===== src/rtl/adc_scan_pkg.sv =====
package adc_scan_pkg;

    typedef enum logic [1:0] {
        ENG_IDLE   = 2'd0,
        ENG_SAMPLE = 2'd1,
        ENG_CONV   = 2'd2
    } eng_state_e;

    // Control byte bit positions (software-visible layout)
    localparam int CTRL_DONE_BIT  = 7;
    localparam int CTRL_IEN_BIT   = 6;
    localparam int CTRL_START_BIT = 5;
    localparam int CTRL_SCAN_BIT  = 4;
    localparam int CTRL_GROUP_BIT = 3;

endpackage


===== src/rtl/adc_strobe_div.sv =====
module adc_strobe_div #(
    parameter int DIV = 4
) (
    input  logic clk,
    input  logic rst_n,
    output logic tick
);
    localparam int CW = (DIV > 1) ? $clog2(DIV) : 1;

    logic [CW-1:0] cnt_d, cnt_q;

    always_comb begin
        tick  = (cnt_q == CW'(DIV - 1));
        cnt_d = tick ? '0 : cnt_q + CW'(1);
    end

    always_ff @(posedge clk or negedge rst_n) begin
        if (!rst_n) cnt_q <= '0;
        else        cnt_q <= cnt_d;
    end

endmodule


===== src/rtl/adc_sar_engine.sv =====
module adc_sar_engine
    import adc_scan_pkg::*;
#(
    parameter int RES_BITS     = 10,
    parameter int SAMPLE_TICKS = 3
) (
    input  logic                clk,
    input  logic                rst_n,
    input  logic                tick,
    input  logic                enable,
    input  logic                cont,
    input  logic                cmp_hi,
    output logic                sample_en,
    output logic [RES_BITS-1:0] trial_code,
    output logic                busy,
    output logic                conv_done,
    output logic [RES_BITS-1:0] conv_code
);
    localparam int SCW = (SAMPLE_TICKS > 1) ? $clog2(SAMPLE_TICKS) : 1;
    localparam int BW  = $clog2(RES_BITS);
    localparam logic [RES_BITS-1:0] ONE     = RES_BITS'(1);
    localparam logic [RES_BITS-1:0] MSB_ONE = ONE << (RES_BITS - 1);

    typedef struct packed {
        eng_state_e          st;
        logic [SCW-1:0]      scnt;
        logic [BW-1:0]       bit_idx;
        logic [RES_BITS-1:0] code;
    } eng_t;

    eng_t q, n;
    logic [RES_BITS-1:0] decided;

    always_comb begin
        n         = q;
        conv_done = 1'b0;
        conv_code = '0;
        decided   = cmp_hi ? q.code : (q.code & ~(ONE << q.bit_idx));
        if (!enable) begin
            n.st      = ENG_IDLE;
            n.scnt    = '0;
            n.bit_idx = '0;
            n.code    = '0;
        end else begin
            unique case (q.st)
                ENG_IDLE: begin
                    if (tick) begin
                        n.st   = ENG_SAMPLE;
                        n.scnt = '0;
                    end
                end
                ENG_SAMPLE: begin
                    if (tick) begin
                        if (q.scnt == SCW'(SAMPLE_TICKS - 1)) begin
                            n.st      = ENG_CONV;
                            n.bit_idx = BW'(RES_BITS - 1);
                            n.code    = MSB_ONE;
                        end else begin
                            n.scnt = q.scnt + SCW'(1);
                        end
                    end
                end
                ENG_CONV: begin
                    if (tick) begin
                        if (q.bit_idx == '0) begin
                            conv_done = 1'b1;
                            conv_code = decided;
                            n.st      = cont ? ENG_SAMPLE : ENG_IDLE;
                            n.scnt    = '0;
                            n.code    = '0;
                        end else begin
                            n.bit_idx = q.bit_idx - BW'(1);
                            n.code    = decided | (ONE << (q.bit_idx - BW'(1)));
                        end
                    end
                end
                default: n.st = ENG_IDLE;
            endcase
        end
    end

    always_ff @(posedge clk or negedge rst_n) begin
        if (!rst_n) q <= '{st: ENG_IDLE, scnt: '0, bit_idx: '0, code: '0};
        else        q <= n;
    end

    assign sample_en  = (q.st == ENG_SAMPLE);
    assign trial_code = (q.st == ENG_CONV) ? q.code : '0;
    assign busy       = (q.st != ENG_IDLE);

    AST_ABORT_TO_IDLE: assert property (@(posedge clk) disable iff (!rst_n) !enable |=> !busy) else $error("engine not idle after stop");

endmodule


===== src/rtl/adc_scan_seq.sv =====
module adc_scan_seq #(
    parameter int CH_PER_GROUP = 4
) (
    input  logic                            clk,
    input  logic                            rst_n,
    input  logic                            busy,
    input  logic                            conv_done,
    input  logic                            scan,
    input  logic [$clog2(CH_PER_GROUP)-1:0] chan_fld,
    output logic [$clog2(CH_PER_GROUP)-1:0] ch_idx,
    output logic                            pass_end
);
    localparam int CHW = $clog2(CH_PER_GROUP);

    logic [CHW-1:0] ch_d, ch_q, ch_first;
    logic           last_ch;

    always_comb begin
        ch_first = scan ? '0 : chan_fld;
        last_ch  = !scan || (ch_q == chan_fld);
        pass_end = conv_done && last_ch;
        ch_d     = ch_q;
        if (!busy)          ch_d = ch_first;
        else if (conv_done) ch_d = (scan && !last_ch) ? ch_q + CHW'(1) : ch_first;
    end

    always_ff @(posedge clk or negedge rst_n) begin
        if (!rst_n) ch_q <= '0;
        else        ch_q <= ch_d;
    end

    assign ch_idx = ch_q;

    AST_CH_WITHIN_PASS: assert property (@(posedge clk) disable iff (!rst_n) busy |-> (ch_q <= chan_fld)) else $error("channel beyond last");

endmodule


===== src/rtl/adc_scan_regs.sv =====
module adc_scan_regs
    import adc_scan_pkg::*;
#(
    parameter int CH_PER_GROUP = 4,
    parameter int RES_BITS     = 10
) (
    input  logic                            clk,
    input  logic                            rst_n,
    input  logic                            wr_en,
    input  logic [$clog2(CH_PER_GROUP)+1:0] addr,
    input  logic [7:0]                      wdata,
    output logic [7:0]                      rdata,
    input  logic                            pass_end,
    input  logic                            res_we,
    input  logic [$clog2(CH_PER_GROUP)-1:0] res_idx,
    input  logic [RES_BITS-1:0]             res_code,
    output logic                            run,
    output logic                            scan,
    output logic                            group,
    output logic [$clog2(CH_PER_GROUP)-1:0] chan_fld,
    output logic                            irq
);
    localparam int CHW = $clog2(CH_PER_GROUP);
    localparam int AW  = CHW + 2;

    typedef struct packed {
        logic                                   done;
        logic                                   ien;
        logic                                   start;
        logic                                   scan;
        logic                                   group;
        logic [CHW-1:0]                         chan;
        logic [CH_PER_GROUP-1:0][RES_BITS-1:0]  res;
    } regs_t;

    regs_t q, n;
    logic  ctrl_wr;
    logic  unused_wbits;
    logic [CHW-1:0] rd_idx;
    logic [15:0]    rd_wide;
    logic [7:0]     ctrl_byte;

    assign ctrl_wr      = wr_en && (addr == '0);
    assign run          = q.start && !(ctrl_wr && !wdata[CTRL_START_BIT]);
    assign unused_wbits = ^wdata[2:CHW];

    always_comb begin
        n = q;
        if (ctrl_wr) begin
            n.done  = q.done & wdata[CTRL_DONE_BIT];
            n.ien   = wdata[CTRL_IEN_BIT];
            n.start = wdata[CTRL_START_BIT];
            if (!q.start) begin
                n.scan  = wdata[CTRL_SCAN_BIT];
                n.group = wdata[CTRL_GROUP_BIT];
                n.chan  = wdata[CHW-1:0];
            end
        end
        if (res_we) n.res[res_idx] = res_code;
        if (pass_end) begin
            n.done = 1'b1;
            if (!q.scan) n.start = 1'b0;
        end
    end

    always_ff @(posedge clk or negedge rst_n) begin
        if (!rst_n) q <= '0;
        else        q <= n;
    end

    always_comb begin
        ctrl_byte                 = '0;
        ctrl_byte[CTRL_DONE_BIT]  = q.done;
        ctrl_byte[CTRL_IEN_BIT]   = q.ien;
        ctrl_byte[CTRL_START_BIT] = q.start;
        ctrl_byte[CTRL_SCAN_BIT]  = q.scan;
        ctrl_byte[CTRL_GROUP_BIT] = q.group;
        ctrl_byte[CHW-1:0]        = q.chan;
        rd_idx  = addr[AW-2:1];
        rd_wide = 16'(q.res[rd_idx]) << (16 - RES_BITS);
        if (addr[AW-1])        rdata = addr[0] ? rd_wide[7:0] : rd_wide[15:8];
        else if (addr == '0)   rdata = ctrl_byte;
        else                   rdata = '0;
    end

    assign scan     = q.scan;
    assign group    = q.group;
    assign chan_fld = q.chan;
    assign irq      = q.done & q.ien;

    AST_DONE_ONLY_AT_PASS_END: assert property (@(posedge clk) disable iff (!rst_n) $rose(q.done) |-> $past(pass_end)) else $error("end flag without pass end");
    AST_RESULTS_FROZEN_STOPPED: assert property (@(posedge clk) disable iff (!rst_n) !run |=> $stable(q.res)) else $error("result changed while stopped");
    AST_CFG_FROZEN_RUNNING: assert property (@(posedge clk) disable iff (!rst_n) q.start |=> $stable({q.scan, q.group, q.chan})) else $error("config changed while running");
    AST_SINGLE_SELF_CLEAR: assert property (@(posedge clk) disable iff (!rst_n) (pass_end && !q.scan) |=> !q.start) else $error("single mode kept start");

endmodule


===== src/rtl/adc_scan_ctrl.sv =====
module adc_scan_ctrl #(
    parameter int RES_BITS     = 10,
    parameter int CH_PER_GROUP = 4,
    parameter int DIV          = 4,
    parameter int SAMPLE_TICKS = 3
) (
    input  logic                            clk,
    input  logic                            rst_n,
    input  logic                            wr_en,
    input  logic [$clog2(CH_PER_GROUP)+1:0] addr,
    input  logic [7:0]                      wdata,
    output logic [7:0]                      rdata,
    output logic                            irq,
    input  logic                            cmp_hi,
    output logic [$clog2(CH_PER_GROUP):0]   mux_sel,
    output logic                            sample_en,
    output logic [RES_BITS-1:0]             trial_code
);
    localparam int CHW = $clog2(CH_PER_GROUP);

    logic                tick, run, scan, group, busy, conv_done, pass_end;
    logic [CHW-1:0]      chan_fld, ch_idx;
    logic [RES_BITS-1:0] conv_code;

    adc_strobe_div #(.DIV(DIV)) u_div (
        .clk(clk), .rst_n(rst_n), .tick(tick)
    );

    adc_sar_engine #(.RES_BITS(RES_BITS), .SAMPLE_TICKS(SAMPLE_TICKS)) u_eng (
        .clk(clk), .rst_n(rst_n), .tick(tick), .enable(run), .cont(scan),
        .cmp_hi(cmp_hi), .sample_en(sample_en), .trial_code(trial_code),
        .busy(busy), .conv_done(conv_done), .conv_code(conv_code)
    );

    adc_scan_seq #(.CH_PER_GROUP(CH_PER_GROUP)) u_seq (
        .clk(clk), .rst_n(rst_n), .busy(busy), .conv_done(conv_done),
        .scan(scan), .chan_fld(chan_fld), .ch_idx(ch_idx), .pass_end(pass_end)
    );

    adc_scan_regs #(.CH_PER_GROUP(CH_PER_GROUP), .RES_BITS(RES_BITS)) u_regs (
        .clk(clk), .rst_n(rst_n), .wr_en(wr_en), .addr(addr), .wdata(wdata),
        .rdata(rdata), .pass_end(pass_end), .res_we(conv_done), .res_idx(ch_idx),
        .res_code(conv_code), .run(run), .scan(scan), .group(group),
        .chan_fld(chan_fld), .irq(irq)
    );

    assign mux_sel = {group, ch_idx};

    AST_SAMPLE_AFTER_STROBE: assert property (@(posedge clk) disable iff (!rst_n) $rose(sample_en) |-> $past(tick)) else $error("sampling began off strobe");

endmodule


===== config.mk =====
export PLATFORM = sky130hd
export DESIGN_NAME = adc_scan_ctrl
export DESIGN_NICKNAME = d
export VERILOG_FILES = /design/src/rtl/adc_scan_pkg.sv /design/src/rtl/adc_strobe_div.sv /design/src/rtl/adc_sar_engine.sv /design/src/rtl/adc_scan_seq.sv /design/src/rtl/adc_scan_regs.sv /design/src/rtl/adc_scan_ctrl.sv
export SDC_FILE = /design/constraint.sdc
export NUM_CORES = 1
export LEC_CHECK = 0
export ABC_CLOCK_PERIOD_IN_PS = 6000
export CAP_MARGIN = 20
export CORE_AREA = 3 3 83 85
export CTS_CLUSTER_DIAMETER = 80
export CTS_CLUSTER_SIZE = 28
export DETAILED_ROUTE_END_ITERATION = 6
export DIE_AREA = 0 0 86 88
export PLACE_DENSITY = 0.89
export REMOVE_ABC_BUFFERS = 1
export SETUP_SLACK_MARGIN = 0.1
export SYNTH_ARGS = -nofsm -noshare
export SYNTH_HDL_FRONTEND = slang
export SYNTH_SLANG_ARGS = --single-unit

===== constraint.sdc =====
create_clock -name clk -period 6 [get_ports clk]
set_clock_uncertainty 0.2 [all_clocks]
set_input_delay 1.8 -clock clk [delete_from_list [all_inputs] [get_ports clk]]
set_output_delay 1.8 -clock clk [all_outputs]
set_load 0.02 [all_outputs]

==> Word-level counts from Yosys, hierarchy flattened <==
Index checks and enable logic that the tools add are counted.
Widths: inputs -> output; s select.
{ "totals": {"reg_bits": 69, "input_bits": 16, "out_inout_bits": 23, "elab_cells": 109} }
{ "classes": {"addsub": 4, "order_cmp": 3, "n_eq_ne": 15, "shift": 2, "muxes": 42, "bitwise_logic": 6, "reduce_logical": 21} }
{ "ops": {"columns": ["op", "count"], "rows": [
  ["$mux 10", 9],
  ["$mux 18", 3],
  ["$bwmux 40", 1],
  ["$pmux 14 s2", 1],
  ["$mux 8", 3],
  ["$ne 3x3->1 const B", 8],
  ["$bmux 10 s2", 1],
  ["$demux 10 s2", 1],
  ["$shl 1x4->10 const A", 2],
  ["$mux 4", 4],
  ["$mux 14", 1],
  ["$mux 2", 7],
  ["$pmux 2 s3", 2],
  ["$and 10x10->10", 1],
  ["$not 10->10", 1],
  ["$or 10x10->10", 1],
  ["$reduce_and 5->1", 2],
  ["$logic_not 4->1", 2],
  ["$mux 1", 8],
  ["$mux 7", 1],
  ["$add 2x1->2 const B", 3],
  ["$eq 2x2->1 const B", 3],
  ["$logic_and 1x1->1", 6],
  ["$lt 2x3->1 const B", 2],
  ["other kinds (15)", 20]
]} }

==> Logic depth before layout (Yosys ltp) <==
{ "logic_depth": {"depth_word": 9, "ltp_mapped": 9, "mapped_depth_nobuf": 6} }

==> By module <==
From an unflattened synthesis, not the netlist that was laid out.
{ "unflattened": {"hier_cells": 334, "area_unflattened_um2": 3828.7} }
{ "by_module_without_submodules": {"columns": ["mod", "n_inst", "cells_per_inst", "area_per_inst_um2", "seq_area_each_um2"], "rows": [
  ["adc_scan_regs", 1, 140, 2180.8, 1176.1],
  ["adc_sar_engine", 1, 166, 1382.6, 450.4],
  ["adc_scan_seq", 1, 23, 191.4, 50.0],
  ["adc_strobe_div", 1, 4, 66.3, 50.0],
  ["adc_scan_ctrl", 1, 1, 7.5, 0.0]
]} }

==> Worst setup path after synthesis <==
No wires, ideal clock.
{ "synth_path": {"kind": "input port to output port", "start": "input port addr[1]", "end": "output port rdata[6]", "arrival_time_ps": 3110, "required_ps": 4000, "setup_slack_ps": 890, "cell_stages": 4, "path_buffers": 1, "path_cell_list": "buf_2 -> mux4_2 -> and3_1 -> a221o_1"} }
{ "synth_between": {"elab_chain_cells": 4, "elab_cells_between_ends": 6, "cone_classes": "5 x mux; 1 x reduce/logical"} }
{ "synth_rtl": {"columns": ["element", "line_no", "source"], "rows": [
  ["start: declaration", "adc_scan_ctrl.sv:10", "input logic [$clog2(CH_PER_GROUP)+1:0] addr,"],
  ["$bmux 10 s2", "adc_scan_regs.sv:80", "rd_wide = 16'(q.res[rd_idx]) << (16 - RES_BITS);"],
  ["$mux 10 (not written as such)", "adc_scan_regs.sv:80", null],
  ["$mux 8", "adc_scan_regs.sv:81", "if (addr[AW-1]) rdata = addr[0] ? rd_wide[7:0] : rd_wide[15:8];"],
  ["$mux 8 *", "adc_scan_regs.sv:81", null],
  ["end: declaration", "adc_scan_ctrl.sv:12", "output logic [7:0] rdata,"]
]} }
Every way passes the cells marked *; elsewhere a longest branch is shown, timed or not. The select of a mux whose other input is x is not followed.

==> Worst setup path in the final report <==
{ "layout_path": {"start": "input port addr[1]", "end": "output port rdata[2]"} }
{ "layout_between": {"elab_chain_cells": 4} }
{ "layout_rtl": {"columns": ["element", "line_no"], "rows": [
  ["$bmux 10 s2", "adc_scan_regs.sv:80"],
  ["$mux 10 (not written as such)", "adc_scan_regs.sv:80"],
  ["$mux 8 (2 in series)", "adc_scan_regs.sv:81"]
]} }
Every way passes these cells. The select of a mux whose other input is x is not followed.

==> parameters.txt <==
Parameter                              Value

Place
  Quantity of I/O buffers inserted on ports    37
  Placement Setup Slack    between 0.06 and 0.07 ns
  Placer Congestion    about 0.8
  Placed Instances    roughly 460
  Half-perimeter wire length after detailed placement    5890 µm
  Cell area after placement    between 4000 and 5000 µm²

Detailed routing
  DRT antenna net count    0
  Drt total wl    approximately 8400 µm
  Detail-routed net length per standard cell    between 15 and 20 µm
  Total vias in the final route    slightly below 3000
  Detailed-routing iteration count for the pre-antenna-repair pass    5
  Post-detailed-route via-to-cell ratio    just over 6
  Drt drc    0
  Number of DRC markers in iteration 0    around 300

Critical path
  Slowest CP cell    sky130_fd_sc_hd__clkdlybuf4s50_1
  R2r setup slk    about 3.3 ns
  Data required time of the worst path    ~4 ns
  Bufs and invs on worst path    4
  Family of cells with the greatest summed delay on the critical path    buffers and inverters
  Crit Path Class    input pin to primary output
  Delay contributed by the slowest stage of the critical path    0.53 ns
  Startpoint Class    input pin
  Critical path cell sequence    clkdlybuf4s50_1 -> buf_4 -> buf_4 -> mux4_2 -> and2_1 -> clkdlybuf4s50_1
  Worst Path Max Fanout    6
  Nature of the critical path endpoint    primary output
  Worst EP arrival    between 3 and 4 ns

Timing
  Setup TNS    0 ns
  Final period demand of the worst path    ~5.8 ns
  Setup slack after layout    between 0.15 and 0.2 ns
  Unrepaired setup endpoints after global routing    no
  Final cycle utilization of the critical path    96.7%
  F_max    between 150 and 200 MHz
  Max-slew headroom    approximately 45%
  Final Hold Violating Endpoints    0
  Final count of pins violating max slew    0
  Transition time of the tightest slew-check pin    0.829 ns
  Final count of negative-setup-slack endpoints    0

Logic synthesis
  Number of enable-type register cells in the synthesized netlist    0
  Asr flop ratio synth    100%
  Complex-gate fraction of the synthesized area    20.1%
  Sequential fraction of the synthesis area    between 40% and 50%
  Xor and xnor area share after synthesis    0.470%
  Number of instances in the synthesized netlist    359
  Count of different cell masters after synthesis    56
  Most common flop cell mapped by yosys    sky130_fd_sc_hd__dfrtp_1
  Average cell area after synthesis    slightly above 10 µm²
  Yosys reg bits    69
  Warning count from the yosys run    0
  Post-Synth Adder-Cell Area    5.37%
  Post-synthesis simple-gate area fraction    about 15%
  Combinational family with the most area after synthesis    compound AO/OA/AOI/OAI gates
  Multiplexer fraction of the synthesized cell area    between 8 and 9%
  Summed instance area of the synthesized netlist    between 3000 and 4000 µm²

Power and ir drop
  Cell area power density    roughly 280 nW/µm²
  Leakage Power    between 1.5 and 2 nW
  Peak supply drop    between 0.0002 and 0.00025 V

Floorplanning
  DIE AREA    between 7000 and 8000 µm²
  Row count    29
  Io pins    39
  DIE WIDTH    approximately 86 µm
  Die span in y    roughly 88 µm
  Floorplan core area    ~6300 µm²
  Starting density of the core    59.4%

Global route
  GRT Residual Overflow    0
  Global-route wire length before repair    approximately 14000 µm
  Via count of the first global-routing pass    2933
  Global-route usage over all layers    between 20% and 30%
  Antenna violations before repair    0
  Maximum number of pins on one net before global-route repair    70

Cells and area
  Commonest cells after routing, fill and taps aside    69 x sky130_fd_sc_hd__dfrtp_1, 55 x sky130_fd_sc_hd__o21ai_0, 47 x sky130_fd_sc_hd__nand2_1
  Final core area utilization    a little over two thirds
  Antenna cells    0
  Share of post-route cells with drive strength above 1    between 10% and 20%
  Post-route cell area    roughly 4400 µm²
  Layout Cells excl Fill    approximately 480
  Layout overhead on the synthesized area    17.1%
  Most common library cell in the layout ignoring fill and taps    sky130_fd_sc_hd__dfrtp_1
  Nets    roughly 430

Clock tree
  Hold bufs inserted after CTS    0
  Max H-tree Level    3
  Clock latency of the later-clocked register in the worst-skew pair    ~0.34 ns
  Clock transition time at the flip-flop clock pins of the worst setup and hold paths    about 0.070 ns
  Total setup buffers inserted after CTS    0
  Root buffer cell    sky130_fd_sc_hd__clkbuf_8
  Deepest clock path buffer count    2
  Clock tree from TritonCTS    built
  TritonCTS buffer count    9
  Clock sinks    between 60 and 70

Run
  Max-capacitance violation count    0

Outcome
  Outcome    finished clean

Min path
  Worst hold path class    flip-flop to flip-flop
[synthesized netlist by cell type, types with 5 or more instances]
cell type | count | area share (%)
sky130_fd_sc_hd__dfrtp_1 | 69 | 46
sky130_fd_sc_hd__o21ai_0 | 55 | 7.4
sky130_fd_sc_hd__nand2_1 | 47 | 4.7
sky130_fd_sc_hd__ha_1 | 16 | 5.4
sky130_fd_sc_hd__and2_1 | 12 | 2.0
sky130_fd_sc_hd__buf_2 | 12 | 1.6
sky130_fd_sc_hd__inv_1 | 11 | 1.1
sky130_fd_sc_hd__nor2_1 | 11 | 1.1
sky130_fd_sc_hd__mux4_2 | 10 | 6.0
sky130_fd_sc_hd__o2bb2ai_1 | 10 | 2.4
sky130_fd_sc_hd__a21boi_0 | 8 | 1.6
sky130_fd_sc_hd__clkbuf_1 | 7 | 0.71
sky130_fd_sc_hd__nand2b_1 | 7 | 1.2
sky130_fd_sc_hd__a21oi_1 | 5 | 0.67
sky130_fd_sc_hd__mux2_2 | 5 | 1.5
[power breakdown]
part	internal (mW)	total [mW]	switching [mW]
logic	0.134	0.319	0.186
clock network	0.207	0.370	0.163
registers	0.491	0.539	0.0485
total	0.832	1.23	0.397
[worst register-to-register path, delay by kind of cell, from the launching register on]
family          cells  cell delay [ns]
compound gates      1             0.23
fa+ha+maj           1             0.53
buf+inv             2             0.36
flops               1             0.44
simple gates        2             0.85
[timing repair]
item	CTS	global route
resized for setup	2	5
gates cloned	0	0
setup endpoints to repair	2	5
pin swaps	0	0
[state kept, by name, summed over array words and instances (netlist names)]
register and cells:
u_div.cnt_q 2, u_eng.q 18, u_regs.chan_fld 2, u_regs.ctrl_byte 3, u_regs.group 1, u_regs.q 40
u_regs.scan 1, u_seq.ch_idx 2
[area by class of cell]
type	count	area (µm²)
Fill cell	443	1910
Clock buffer	11	151
Sequential cell	69	1730
Multi-Input combinational cell	255	1840
Tap cell	77	96.3
Clock inverter	2	35.0
Timing Repair Buffer	50	473
Inverter	11	41.3
[stage by stage]
step | hold WS (ns) | power, mW
floorplan | 0.203 | 0.741
global route | 0.246 | 1.29
detailed placement | 0.219 | 0.857
finish | 0.230 | 1.23
global placement | 0.213 | 0.845
CTS | 0.229 | 1.23
[kinds of logic after synthesis]
| family | after synthesis |
|---|---|
| AO/OA/AOI/OAI | 111 |
| AND/OR/NAND/NOR | 107 |
| buffers and inverters | 35 |
| XOR/XNOR | 2 |
| multiplexers | 19 |
| adder cells (fa/ha/maj) | 16 |
| flip-flops | 69 |
[path summary, 6_finish.rpt]
kind                                       end      startpoint  cells after the start
worst max register to register      u_eng.q[4]     u_eng.q[16]                      6
min in group asynchronous         u_regs.q[10]           rst_n                      2
worst min register to register  u_div.cnt_q[0]  u_div.cnt_q[0]                      1
max in group asynchronous         u_regs.q[23]           rst_n                      2
worst max-delay path                  rdata[2]         addr[1]                      6
worst min-delay path            u_div.cnt_q[0]  u_div.cnt_q[0]                      1
[metal layers]
layer  GRT usage, %  up-vias  share of wire, %
met1           30.7     1464                42
li1               -     1373                 -
met5              0        -                 0
met4           9.06        0               2.2
met3           4.14       19               5.6
met2           39.0       94                50
Note: power is estimated with default switching activity, not from simulation.
